[src/rtl/hbus_pkg.sv]
package hbus_pkg;

    // Host controls after polarity correction: every field is active high.
    typedef struct packed {
        logic sel;
        logic wr;
        logic rd;
        logic ale;
    } hbus_strobe_t;

    localparam hbus_strobe_t STROBE_IDLE = '0;

endpackage

[src/rtl/hbus_sync.sv]
module hbus_sync
    import hbus_pkg::*;
#(
    parameter int STAGES = 2
) (
    input  logic         clk,
    input  logic         rst_n,
    input  hbus_strobe_t raw_i,
    output hbus_strobe_t sync_o
);

    typedef struct packed {
        hbus_strobe_t [STAGES-1:0] chain;
    } sync_state_t;

    sync_state_t st_d, st_q;

    always_comb begin
        st_d          = st_q;
        st_d.chain[0] = raw_i;
        for (int i = 1; i < STAGES; i++) begin
            st_d.chain[i] = st_q.chain[i-1];
        end
    end

    always_ff @(posedge clk or negedge rst_n) begin
        if (!rst_n) begin
            st_q <= '0;
        end else begin
            st_q <= st_d;
        end
    end

    assign sync_o = st_q.chain[STAGES-1];

endmodule

[src/rtl/hbus_addr_latch.sv]
module hbus_addr_latch
    import hbus_pkg::*;
#(
    parameter int AW = 8
) (
    input  logic          clk,
    input  logic          rst_n,
    input  logic          mode_sep_i,
    input  hbus_strobe_t  strb_i,
    input  logic [AW-1:0] dq_addr_i,
    input  logic [AW-1:0] bus_addr_i,
    output logic [AW-1:0] addr_o,
    output logic          sep_o,
    output logic          ready_o
);

    typedef struct packed {
        logic          init;
        logic          sep;
        logic [AW-1:0] addr;
    } latch_state_t;

    latch_state_t st_d, st_q;

    always_comb begin
        st_d = st_q;
        // Addressing style is frozen after the first post-reset clock.
        if (!st_q.init) begin
            st_d.init = 1'b1;
            st_d.sep  = mode_sep_i;
        end
        if (st_q.sep) begin
            if (strb_i.sel && !strb_i.wr && !strb_i.rd) begin
                st_d.addr = bus_addr_i;
            end
        end else begin
            if (strb_i.sel && strb_i.ale) begin
                st_d.addr = dq_addr_i;
            end
        end
    end

    always_ff @(posedge clk or negedge rst_n) begin
        if (!rst_n) begin
            st_q <= '0;
        end else begin
            st_q <= st_d;
        end
    end

    assign addr_o  = st_q.addr;
    assign sep_o   = st_q.sep;
    assign ready_o = st_q.init;

endmodule

[src/rtl/hbus_rw_ctrl.sv]
module hbus_rw_ctrl
    import hbus_pkg::*;
#(
    parameter int DW = 8
) (
    input  logic          clk,
    input  logic          rst_n,
    input  hbus_strobe_t  strb_i,
    input  logic [DW-1:0] dq_i,
    input  logic [DW-1:0] rdata_i,
    output logic          we_o,
    output logic          re_o,
    output logic [DW-1:0] wdata_o,
    output logic [DW-1:0] dq_o,
    output logic          dq_oe_o
);

    typedef struct packed {
        logic          w_arm;
        logic          r_arm;
        logic          we;
        logic          re;
        logic          oe;
        logic [DW-1:0] wdata;
        logic [DW-1:0] hold;
    } rw_state_t;

    rw_state_t st_d, st_q;
    logic      wr_low;
    logic      rd_low;

    always_comb begin
        wr_low = strb_i.sel & strb_i.wr;
        rd_low = strb_i.sel & strb_i.rd;
        st_d   = st_q;

        // Write side: sample while low, commit once the strobe is released.
        st_d.w_arm = wr_low;
        st_d.we    = st_q.w_arm & ~wr_low;
        if (wr_low) begin
            st_d.wdata = dq_i;
        end

        // Read side: request on the falling edge, capture one cycle later.
        st_d.r_arm = rd_low;
        st_d.re    = rd_low & ~st_q.r_arm;
        if (st_q.re) begin
            st_d.hold = rdata_i;
        end
        st_d.oe = st_q.re | (st_q.oe & rd_low);
    end

    always_ff @(posedge clk or negedge rst_n) begin
        if (!rst_n) begin
            st_q <= '0;
        end else begin
            st_q <= st_d;
        end
    end

    assign we_o    = st_q.we;
    assign re_o    = st_q.re;
    assign wdata_o = st_q.wdata;
    assign dq_o    = st_q.hold;
    assign dq_oe_o = st_q.oe;

endmodule

[src/rtl/hbus_ready.sv]
module hbus_ready (
    input  logic clk,
    input  logic rst_n,
    input  logic busy_i,
    output logic rdy_n_o,
    output logic rdy_oe_o
);

    typedef struct packed {
        logic drive;
    } rdy_state_t;

    rdy_state_t st_d, st_q;

    always_comb begin
        st_d       = st_q;
        st_d.drive = busy_i;
    end

    always_ff @(posedge clk or negedge rst_n) begin
        if (!rst_n) begin
            st_q <= '0;
        end else begin
            st_q <= st_d;
        end
    end

    assign rdy_oe_o = st_q.drive;
    assign rdy_n_o  = ~st_q.drive;

endmodule

[src/rtl/host_bus_port.sv]
module host_bus_port
    import hbus_pkg::*;
#(
    parameter int AW          = 8,
    parameter int DW          = 8,
    parameter int SYNC_STAGES = 2
) (
    input  logic          clk,
    input  logic          rst_n,
    input  logic          mode_sep_i,
    input  logic          host_cs_n,
    input  logic          host_ale,
    input  logic          host_wr_n,
    input  logic          host_rd_n,
    input  logic [AW-1:0] host_addr_i,
    input  logic [DW-1:0] host_dq_i,
    output logic [DW-1:0] host_dq_o,
    output logic          host_dq_oe_o,
    output logic          host_rdy_n_o,
    output logic          host_rdy_oe_o,
    output logic [AW-1:0] rf_addr_o,
    output logic [DW-1:0] rf_wdata_o,
    output logic          rf_we_o,
    output logic          rf_re_o,
    input  logic [DW-1:0] rf_rdata_i,
    input  logic          xfer_busy_i
);

    localparam int SHARED_AW = (AW < DW) ? AW : DW;

    hbus_strobe_t  strb_raw;
    hbus_strobe_t  strb_sync;
    logic [AW-1:0] dq_addr;
    logic          mode_sep_w;
    logic          mode_ready_w;

    always_comb begin
        strb_raw     = STROBE_IDLE;
        strb_raw.sel = ~host_cs_n;
        strb_raw.wr  = ~host_wr_n;
        strb_raw.rd  = ~host_rd_n;
        strb_raw.ale = host_ale;
        dq_addr      = '0;
        dq_addr[SHARED_AW-1:0] = host_dq_i[SHARED_AW-1:0];
    end

    hbus_sync #(
        .STAGES (SYNC_STAGES)
    ) u_sync (
        .clk    (clk),
        .rst_n  (rst_n),
        .raw_i  (strb_raw),
        .sync_o (strb_sync)
    );

    hbus_addr_latch #(
        .AW (AW)
    ) u_addr (
        .clk        (clk),
        .rst_n      (rst_n),
        .mode_sep_i (mode_sep_i),
        .strb_i     (strb_sync),
        .dq_addr_i  (dq_addr),
        .bus_addr_i (host_addr_i),
        .addr_o     (rf_addr_o),
        .sep_o      (mode_sep_w),
        .ready_o    (mode_ready_w)
    );

    hbus_rw_ctrl #(
        .DW (DW)
    ) u_rw (
        .clk     (clk),
        .rst_n   (rst_n),
        .strb_i  (strb_sync),
        .dq_i    (host_dq_i),
        .rdata_i (rf_rdata_i),
        .we_o    (rf_we_o),
        .re_o    (rf_re_o),
        .wdata_o (rf_wdata_o),
        .dq_o    (host_dq_o),
        .dq_oe_o (host_dq_oe_o)
    );

    hbus_ready u_rdy (
        .clk      (clk),
        .rst_n    (rst_n),
        .busy_i   (xfer_busy_i),
        .rdy_n_o  (host_rdy_n_o),
        .rdy_oe_o (host_rdy_oe_o)
    );

endmodule

[config.mk]
export PLATFORM = sky130hd
export DESIGN_NAME = host_bus_port
export DESIGN_NICKNAME = d
export VERILOG_FILES = /design/src/rtl/hbus_pkg.sv /design/src/rtl/hbus_sync.sv /design/src/rtl/hbus_addr_latch.sv /design/src/rtl/hbus_rw_ctrl.sv /design/src/rtl/hbus_ready.sv /design/src/rtl/host_bus_port.sv
export SDC_FILE = /design/constraint.sdc
export NUM_CORES = 1
export LEC_CHECK = 0
export BUFFER_PORTS_ARGS = -buffer_cell sky130_fd_sc_hd__buf_2
export CORE_MARGIN = 3
export CORE_UTILIZATION = 28
export CTS_BUF_LIST = sky130_fd_sc_hd__clkbuf_16
export CTS_CLUSTER_DIAMETER = 100
export CTS_CLUSTER_SIZE = 30
export DETAILED_ROUTE_END_ITERATION = 10
export PLACE_DENSITY = 0.6
export SLEW_MARGIN = 15
export SYNTH_ARGS = -nofsm -noshare
export SYNTH_HDL_FRONTEND = slang
export SYNTH_SLANG_ARGS = --single-unit
[constraint.sdc]
create_clock -name clk -period 1.6 [get_ports clk]
set_clock_uncertainty 0.15 [all_clocks]
set_input_delay 0.08 -clock clk [delete_from_list [all_inputs] [get_ports clk]]
set_output_delay 0.08 -clock clk [all_outputs]
set_load 0.03 [all_outputs]
Word level (Yosys, flattened, before mapping)
Index checks and enable logic that the tools add are counted.
Word-level totals
  word-level logic and storage cells: 42
  output and inout bits: 29
  bits in registers: 40
  input port bits: 32
Operators by class
  multiplexer cells: 3
  equality and inequality tests: 1
  bitwise gates (word level): 12
  reductions and logical operators: 7
Operator list (number)
  two-way mux 8 bit: 3
  inverter 1 bit: 6
  bitwise AND 1 bit: 5
  logical AND 1 bit: 3
  logical NOT 1 bit: 2
  inequality test 2 bit, second input constant: 1
  AND reduction 2 bit: 1
  nonzero test 2 bit: 1
  OR 1 bit: 1

Logic depth before layout (Yosys ltp)
Gate-level depths: netlist (run 1).
  word-level depth: 5
  depth in mapped cells: 4
  gate-level depth less buffers: 3

Cells and area by module
Synthesis (run 1) repeated with hierarchy kept, for this count alone.
Second synthesis, totals
  cell total of the unflattened synthesis: 105
  area total of the unflattened synthesis: 1606.5 um^2
By module, submodules not included
  hbus_rw_ctrl: cells an instance 60, instances 1, sequential area each 525.5 um^2, area an instance 874.6 um^2
  hbus_addr_latch: cells an instance 32, instances 1, sequential area each 250.2 um^2, area an instance 491.7 um^2
  hbus_sync: cells an instance 8, instances 1, sequential area each 200.2 um^2, area an instance 200.2 um^2
  hbus_ready: cells an instance 2, instances 1, sequential area each 25.0 um^2, area an instance 28.8 um^2
  host_bus_port: cells an instance 3, instances 1, sequential area each 0.0 um^2, area an instance 11.3 um^2

Worst setup path before layout (run 1)
Ideal clock, no wire load.
  path kind: flip-flop to flip-flop
  start point: register u_addr.st_q (netlist bit u_addr.sep_o)
  end point: register u_addr.st_q (netlist bit u_addr.addr_o[0])
  arrival: 1.201 ns
  path buffers: 1
  library setup time: 0.125 ns
  required time: 1.325 ns
  slack: 0.125 ns
  stages on the path, launching flop included: 5
  clock period less this slack: 1.475 ns
  cell sequence: dfrtp_1 -> buf_4 -> nand3b_1 -> o31ai_4 -> mux2_2
Between the ends
  word-level cells in the longest chain between the ends: 2
  elaborated cells between the ends (all ways): 4
  classes of those cells: 1 x eq/ne; 1 x mux; 2 x reduce/logical
RTL lines
  start: declaration: RTL line hbus_addr_latch.sv:23  | latch_state_t st_d, st_q;
  start signal: assignment: RTL line hbus_addr_latch.sv:47  | st_q <= st_d;
  inequality test 2 bit (no line) or nonzero test 2 bit (tied branches)
  AND reduction 2 bit (no line)
Several ways; a longest one is shown, not always the timed one.
A chain may end at the register's enable or synchronous reset.

Worst setup path in the final report (run 1)
  start point: register u_sync.st_q (netlist bit u_sync.sync_o[3])
  end point: register u_addr.st_q (netlist bit u_addr.addr_o[1])
Between the ends
  word-level cells in the longest chain between the ends: 4
  elaborated cells between the ends (all ways): 6
  classes of those cells: 1 x eq/ne; 5 x reduce/logical
RTL lines
  start: declaration: RTL line hbus_sync.sv:16  | sync_state_t st_d, st_q;
  start signal: assignment: RTL line hbus_sync.sv:30  | st_q <= st_d;
  logical AND 1 bit (2 in series): RTL line hbus_addr_latch.sv:33  | if (strb_i.sel && !strb_i.wr && !strb_i.rd) begin
  inequality test 2 bit (no line)
  AND reduction 2 bit (no line) (*)
Every way passes the cells marked *; elsewhere a longest branch is shown, timed or not.

==> results of run 1 <==
path summary, 6_finish.rpt:
kind	endpoint	slack, ns	depth (start not counted)
setup / recovery	u_addr.addr_o[1]	0.09	4
hold / removal	u_addr.addr_o[2]	0.01	3
setup reg to reg	u_addr.addr_o[1]	0.09	4
hold reg to reg	u_sync.sync_o[2]	0.20	0
max in group asynchronous	u_rw.dq_o[0]	0.70	3
min in group asynchronous	u_rw.wdata_o[6]	0.06	2
stage by stage:
stage               cell area (µm²)  hold slack, ns
floorplan                      1590          -0.366
finish                         2270          0.0113
global placement               1870          -0.164
global route                   2270          0.0242
CTS                            2270         0.00571
detailed placement             1870          -0.168
cells in the mapped netlist:
cell      number
conb_1         1
inv_1          5
clkbuf_1       1
dfrtp_1       40
o31ai_4        1
nor2b_1        1
nand2_1        2
a21o_1         1
and2_1         2
buf_4         17
nand3b_1       1
mux2_2        33
flip-flops by register name, indices dropped and copies added, names as in the netlist, 2 cells and up:
name	cells
u_addr.addr_o	8
u_rw.dq_o	8
u_rw.st_q	2
u_rw.wdata_o	8
u_sync.st_d	4
u_sync.sync_o	4
critical path, stage by stage (launching register included):
cell	delay, ns
dfrtp_1	0.37
nand2_1	0.10
o31ai_4	0.24
buf_4	0.20
mux2_2	0.34
report_power, final:
group | switching [mW] | total [mW] | internal [mW]
combinational | 0.423 | 0.715 | 0.292
clock | 0.369 | 1.10 | 0.731
sequential | 0.0750 | 1.23 | 1.16
total | 0.867 | 3.05 | 2.18
layer usage:
layer / share of wire / GRT usage / vias up
met5: 0 / 0 / -
met2: 0.54 / 0.179 / 29
met1: 0.40 / 0.106 / 498
met3: 0.059 / 0.0377 / 2
met4: 0.0013 / 0.0253 / 0
li1: - / - / 483
logic make-up after synthesis:
| group | count (synthesis) | synth area share |
|---|---|---|
| AOI/OAI and AO/OA | 2 | 0.0181 |
| buffers and inverters | 23 | 0.0945 |
| DFF | 40 | 0.630 |
| muxes | 33 | 0.234 |
| other | 1 | 0.00236 |
| and+or+nand+nor | 6 | 0.0213 |
area by class of cell:
| class | instances | area (µm²) | share of cell area |
|---|---|---|---|
| flip-flops and latches | 40 | 1000 | 0.440 |
| well taps | 70 | 87.6 | 0.0385 |
| clock inverters | 3 | 42.5 | 0.0187 |
| multi-input cells | 42 | 438 | 0.193 |
| inverters | 5 | 18.8 | 0.00826 |
| clock buffers | 5 | 125 | 0.0550 |
| repair buffers | 87 | 561 | 0.247 |
what timing repair did:
action | 4_1_cts | 5_1_grt
endpoints found under the setup margin | 0 | 8
setup buffers | 0 | 1
hold buffers | 23 | 0
endpoints found under the hold margin | 62 | 0
==> results.md, run 1 <==
- Mapped cell area: 1590 µm²
- Routed WL: 3000 µm
- CTS resizes: 0
- Setup crit start: u_sync.sync_o[3]
- Largest net degree at the start of global routing: 19
- Critical path class: flop to flop
- CP Max Fanout: 7
- H-tree Lvls: 2
- Arrival @ worst endpoint: 1.51 ns
- Synthesis-stage register bit count: 40
- Initial antenna violation count: 0
- Dpl cells: 220
- Wirelength per Cell: 11.9 µm
- Power Dens Cells: 1340 nW/µm²
- Total track usage: 0.0986
- Root Driver: clkbuf_16
- HP Start: host_addr_i[2]
- 1st-iter DRT viols: 7
- Top cells by area, synth: dfrtp_1, mux2_2, buf_4
- Synth-to-layout area growth: 43.1%
- NumNets Final: 213
- IO Count: 61
- Routed vias/inst: 4.02
- Die height: 81.3 µm
- Peak VDD IR: 0.000833 V
- Via Count: 1012
- Critical Path RT: 1.61 ns
- Clock Sinks: 40
- Synth warn: 0
- Fin worst setup slack: 0.0935 ns
- Clock latency on the worst-skew pair: 0.27 ns
- Mapped Avg Cell Area: 15.1 µm²
- Final count of hold timing violations: 0
- Finish-stage setup viols: 0
- Core Region: 5300 µm²
- Highest-count cells in the layout ignoring fill and taps: buf_2, dfrtp_1, mux2_2
- Most common cell after layout, fill and taps aside: buf_2
- Final non-filler cell total: 252
- Final worst path period need: 1.51 ns
- ANT nets after route: 0
- # diodes: 0
- Synth area leader: dfrtp_1
- Startpoint types: flop
- Run status: completed
- Placer congestion estimate: 0.652
- Sequential area share after synthesis: 0.630
- Fmax achieved: 0.664 GHz
- Row cnt: 26
- First-pass GRT wire length: 4860 µm
- Overall Power: 3.05 mW
- TritonCTS Buffers: 5
- Post-route setup TNS: 0 ns
- Clock buffer depth: 2
- Leak: 1.10 nW
- Max-cap violations: 0
- CTS tree: yes
- Post-Route Utilization: 0.429
- Port Buf Inserts: 60
- Die extent in x: 81.3 µm
- Min-Delay Path Class: input pin to flop
- Post-synth cell types: 12
- RSZ-0062 raised after global routing: no
- Starting Density: 0.300
- Synth top area share: 0.630
- Reg-to-reg startpoint: u_sync.sync_o[3]
- Share of cells above drive strength 1: 0.582
- Clock Pin Slew Worst Setup and Hold Paths: 0.06 ns
- Residual DRC: 0
- DIE AREA: 6620 µm²
- Net Count, Synth: 137
- Final Max Slew Viols: 0
- Synth Instances: 105
- Crit. End Element: flop
- Vias in the first global route: 1087
- Filler cell count: 495
- Pre-CTS setup slack: 0.0500 ns
- Fin crit share: 0.942
- Grt total ovfl: 0
- Post-DP HPWL: 2140 µm
- First-pass DRT Iterations: 4
No activity file was read; power rests on OpenSTA's default activity.
==> inputs of run 2 (changes only) <==
==> constraint.sdc (replaced) <==
create_clock -name clk -period 1.7 [get_ports clk]
set_clock_uncertainty 0.15 [all_clocks]
set_input_delay 0.085 -clock clk [delete_from_list [all_inputs] [get_ports clk]]
set_output_delay 0.085 -clock clk [all_outputs]
set_load 0.03 [all_outputs]
==> run 2 against run 1 <==
Net effect:
- combinational power down 6.7%
- count of clock-buffer cells in the layout did not move
- flip-flop and latch count unchanged
- cell count down 0.79%
- sequential power fell by 6%
- first-iteration DRC count grew to 3.0 times the previous value
- critical endpoint is now u_addr.addr_o[2]
==> results.md, run 2 (synthesis gave the netlist of run 1 again) <==
- # diodes: 0
- Final non-filler cell total: 250
- IO Count: 61
- Fmax achieved: 0.654 GHz
- CP Cell Sequence: o31ai_4 > mux2_2
- Root Driver: clkbuf_16
- Switch share: 0.298
- Critical Path RT: 1.71 ns
- Run status: completed
- NumNets Final: 211
- Core Region: 5300 µm²
- Gate power share: 0.247
- Vias in the first global route: 1085
- RSZ-0062 raised after global routing: no
- Post-Route Utilization: 0.420
- Crit. End Element: flop
- Final worst path period need: 1.53 ns
- Starting Density: 0.300
- Dpl cells: 219
- Fin crit share: 0.900
- ANT nets after route: 0
- First-pass GRT wire length: 4760 µm
- Peak VDD IR: 0.000515 V
- Routed WL: 2970 µm
- Post-route setup TNS: 0 ns
- Final Max Slew Viols: 0
- Largest net degree at the start of global routing: 24
- Arrival @ worst endpoint: 1.54 ns
- Setup bufs post-CTS: 0
- Power Dens Cells: 1210 nW/µm²
- Share of cells above drive strength 1: 0.572
- Highest-count cells in the layout ignoring fill and taps: buf_2, dfrtp_1, mux2_2
- Initial antenna violation count: 0
- Most common cell after layout, fill and taps aside: buf_2
- Via Count: 991
- H-tree Lvls: 2
- Synth-to-layout area growth: 40.3%
- Worst path slowest cell: o31ai_4
- Die extent in x: 81.3 µm
- Routed vias/inst: 3.96
- Clock buffer depth: 2
- Clock Sinks: 40
- CP Max Fanout: 8
- Residual DRC: 0
- Overall Power: 2.70 mW
- CTS tree: yes
- Total track usage: 0.0958
- Port Buf Inserts: 60
- First-pass DRT Iterations: 2
- Row cnt: 26
- Clock network power share: 0.323
- TritonCTS Buffers: 5
- Leak: 1.08 nW
- Min-Delay Path Class: input pin to flop
- Placer congestion estimate: 0.660
- Critical Path Max Stage Delay: 0.48 ns
- Part of the power in registers: 0.430
- 1st-iter DRT viols: 21
- Net Sw Power: 804 µW
- Startpoint types: flop
- Cell Int Power: 1.89 mW
- Post-DP HPWL: 2090 µm
- Max-cap violations: 0
- R2r setup slk: 0.17 ns
- Clock latency on the worst-skew pair: 0.27 ns
- DIE AREA: 6620 µm²
- Final count of hold timing violations: 0
- Clock Pin Slew Worst Setup and Hold Paths: 0.06 ns
- Die height: 81.3 µm
- Critical path class: flop to flop
- Grt total ovfl: 0
- Finish-stage setup viols: 0
- Wirelength per Cell: 11.9 µm
-- run 2: path summary, 6_finish.rpt --
check | start | end | depth (start not counted)
max in group asynchronous | rst_n | u_rw.dq_o[4] | 3
worst min register to register | u_sync.st_d[7] | u_sync.sync_o[3] | 0
worst min-delay path | host_addr_i[2] | u_addr.addr_o[2] | 3
worst max-delay path | u_sync.sync_o[2] | u_addr.addr_o[2] | 2
worst max register to register | u_sync.sync_o[2] | u_addr.addr_o[2] | 2
min in group asynchronous | rst_n | u_rw.wdata_o[6] | 2
-- run 2: through the flow --
| stage | instance area, µm² | hold slack (ns) | setup slack [ns] |
|---|---|---|---|
| 2_1_floorplan | 1590 | -0.361 | 0.225 |
| 3_3_place_gp | 1860 | -0.0706 | 0.179 |
| 3_5_place_dp | 1860 | -0.0730 | 0.159 |
| 4_1_cts | 2230 | 0.0207 | 0.151 |
| 5_1_grt | 2230 | 0.0371 | 0.0421 |
| 6_report | 2230 | 0.0239 | 0.170 |
-- run 2: area by class of cell --
cell class	instances	area (µm²)
clock buffer	5	125
timing repair buffer	85	546
sequential	40	1000
multi-input combinational	42	438
clock inverter	3	13.8
fill	510	3070
inverter	5	18.8
tap	70	87.6
-- run 2: what timing repair did --
item,CTS,global route
gates resized for setup,0,0
hold buffers,23,0
endpoints found under the hold margin,44,0
-- run 2: worst max-delay path, delay by kind of cell, from the launching register on --
family / cells / cell delay [ns]
AO/OA/AOI/OAI: 1 / 0.48
flip-flops: 1 / 0.40
multiplexers: 1 / 0.39
-- run 2: power groups by stage --
stage,Clock [mW],Combinational (mW),Sequential [mW]
global placement,0,0.631,1.18
CTS,0.907,0.677,1.17
finish,0.870,0.667,1.16
floorplan,0,0.393,1.29
global route,0.941,0.712,1.18
detailed placement,0,0.636,1.18
-- run 2: layer usage --
layer	part of all wire	vias to the layer above	global-route usage
li1	-	479	-
met1	0.40	483	0.100
met2	0.54	29	0.180
met3	0.059	0	0.0333
met4	0	0	0.0253
met5	0	-	0
==> inputs of run 3 (changes only) <==
--- a/config.mk
+++ b/config.mk
@@ -12,7 +12,7 @@
 export CTS_CLUSTER_DIAMETER = 100
 export CTS_CLUSTER_SIZE = 30
 export DETAILED_ROUTE_END_ITERATION = 10
-export PLACE_DENSITY = 0.6
+export PLACE_DENSITY = 0.61
 export SLEW_MARGIN = 15
 export SYNTH_ARGS = -nofsm -noshare
 export SYNTH_HDL_FRONTEND = slang
==> constraint.sdc (replaced) <==
create_clock -name clk -period 1.23 [get_ports clk]
set_clock_uncertainty 0.15 [all_clocks]
set_input_delay 0.0615 -clock clk [delete_from_list [all_inputs] [get_ports clk]]
set_output_delay 0.0615 -clock clk [all_outputs]
set_load 0.03 [all_outputs]
==> run 3 against run 2 <==
Net effect:
- cell count increased by 5.2%
- the run now ends with setup timing left
- worst hold slack worse by 0.021 ns
- clock power up 63%
==> results.md, run 3 (synthesis gave the netlist of run 1 again) <==
- Run status: finished, violations left
- Failing checks: setup timing
- Starting Density: 0.300
- Critical Path RT: 1.24 ns
- Clock buffer depth: 2
- Synth-to-layout area growth: 56.1%
- Switch share: 0.283
- Power Dens Cells: 1650 nW/µm²
- Met2 WL: 1600 µm
- R2R depth: 3
- Crit path to: u_addr.addr_o[7]
- Initial antenna violation count: 0
- Worst R2R End: u_addr.addr_o[7]
- # diodes: 0
- Max-cap violations: 0
- NumNets Final: 224
- Setup crit start: u_sync.sync_o[2]
- Part of the power in registers: 0.393
- Fin worst setup slack: -0.240 ns
- Post-DP HPWL: 2070 µm
- Vias in the first global route: 1019
- Crit. End Element: flop
- Post-Route Utilization: 0.468
- Startpoint types: flop
- Die height: 81.3 µm
- Die extent in x: 81.3 µm
- H-tree Lvls: 2
- Leak: 1.21 nW
- Highest-count cells in the layout ignoring fill and taps: buf_2, dfrtp_1, dlygate4sd3_1
- Clock network power share: 0.348
- CP Max Fanout: 8
- Core Region: 5300 µm²
- Clock Sinks: 40
- TritonCTS Buffers: 5
- Routed vias/inst: 4.02
- First-pass DRT Iterations: 2
- Final Max Slew Viols: 0
- Finish-stage setup viols: 16
- Fmax achieved: 0.680 GHz
- Clock Pin Slew Worst Setup and Hold Paths: 0.06 ns
- Routed WL: 3270 µm
- Wire length on met1: 1400 µm
- IO Count: 61
- Wirelength per Cell: 12.4 µm
- Final worst path period need: 1.47 ns
- First-pass GRT wire length: 5000 µm
- Min-Delay Path Class: input pin to flop
- Net Sw Power: 1.15 mW
- Share of cells above drive strength 1: 0.596
- Top layer in use: met4
- Row cnt: 26
- Cell Int Power: 2.93 mW
- RSZ-0062 raised after global routing: yes
- Via Count: 1058
- CTS tree: yes
- Port Buf Inserts: 60
- Grt total ovfl: 0
- Post-route setup TNS: -2.61 ns
- Total track usage: 0.106
- 1st-iter DRT viols: 8
- Most common cell after layout, fill and taps aside: buf_2
- Root Driver: clkbuf_16
- Reg-to-reg startpoint: u_sync.sync_o[2]
- Peak VDD IR: 0.000683 V
- Clock latency on the worst-skew pair: 0.28 ns
- Largest net degree at the start of global routing: 23
- DIE AREA: 6620 µm²
- ANT nets after route: 0
- Residual DRC: 0
- Gate power share: 0.258
- Routed wl met3: 172 µm
- Placer congestion estimate: 0.681
- R2r setup slk: -0.24 ns
- Arrival @ worst endpoint: 1.48 ns
- Fin crit share: 1.20
- HP Start: host_addr_i[4]
- Final count of hold timing violations: 0
- Critical path class: flop to flop
run 3: power groups by stage:
stage	registers, mW	clock network (mW)	logic (mW)
finish	1.60	1.42	1.05
global route	1.63	1.51	1.12
CTS	1.61	1.47	1.05
detailed placement	1.62	0	0.914
global placement	1.62	0	0.904
floorplan	1.78	0	0.555
run 3: layer usage:
layer / track usage / vias up
met3: 0.0366 / 8
li1: - / 510
met2: 0.168 / 34
met4: 0.0574 / 0
met5: 0 / -
met1: 0.125 / 506
run 3: critical path: stages, from the launching register on:
cell and delay, ns:
dfrtp_2 0.44, o31ai_4 0.28, buf_12 0.18, mux2_4 0.30
run 3: worst min-delay path by stage:
stage | slack, ns | cells past startpoint | endpoint
finish | 0.003 | 3 | u_addr.addr_o[4]
global route | 0.01 | 3 | u_addr.addr_o[7]
CTS | 0.002 | 3 | u_addr.addr_o[3]
detailed placement | -0.20 | 1 | u_addr.ready_o
global placement | -0.20 | 1 | u_addr.ready_o
floorplan | -0.38 | 0 | u_addr.addr_o[0]
run 3: final cells by class:
class | instances | area (µm²)
multi-input combinational | 42 | 478
inverter | 5 | 18.8
timing repair buffer | 98 | 729
clock buffer | 5 | 125
fill | 467 | 2820
sequential | 40 | 1000
tap | 70 | 87.6
clock inverter | 3 | 38.8
run 3: what timing repair did:
item	in CTS	in global routing
pin swaps	2	1
endpoints found under the setup margin	16	18
hold buffers	28	0
buffers inserted	1	3
gates resized for setup	10	3
gates cloned	1	0
hold endpoints to repair	67	0
run 3: per-stage QoR:
stage / total power [mW] / hold slack [ns] / setup slack (ns) / std cells / cell area (µm²)
2_1_floorplan: 2.34 / -0.384 / -0.232 / 105 / 1610
3_3_place_gp: 2.52 / -0.204 / -0.306 / 222 / 1910
3_5_place_dp: 2.54 / -0.201 / -0.383 / 222 / 1910
4_1_cts: 4.13 / 0.00164 / -0.250 / 260 / 2450
5_1_grt: 4.26 / 0.0143 / -0.284 / 263 / 2480
6_report: 4.08 / 0.00261 / -0.240 / 263 / 2480
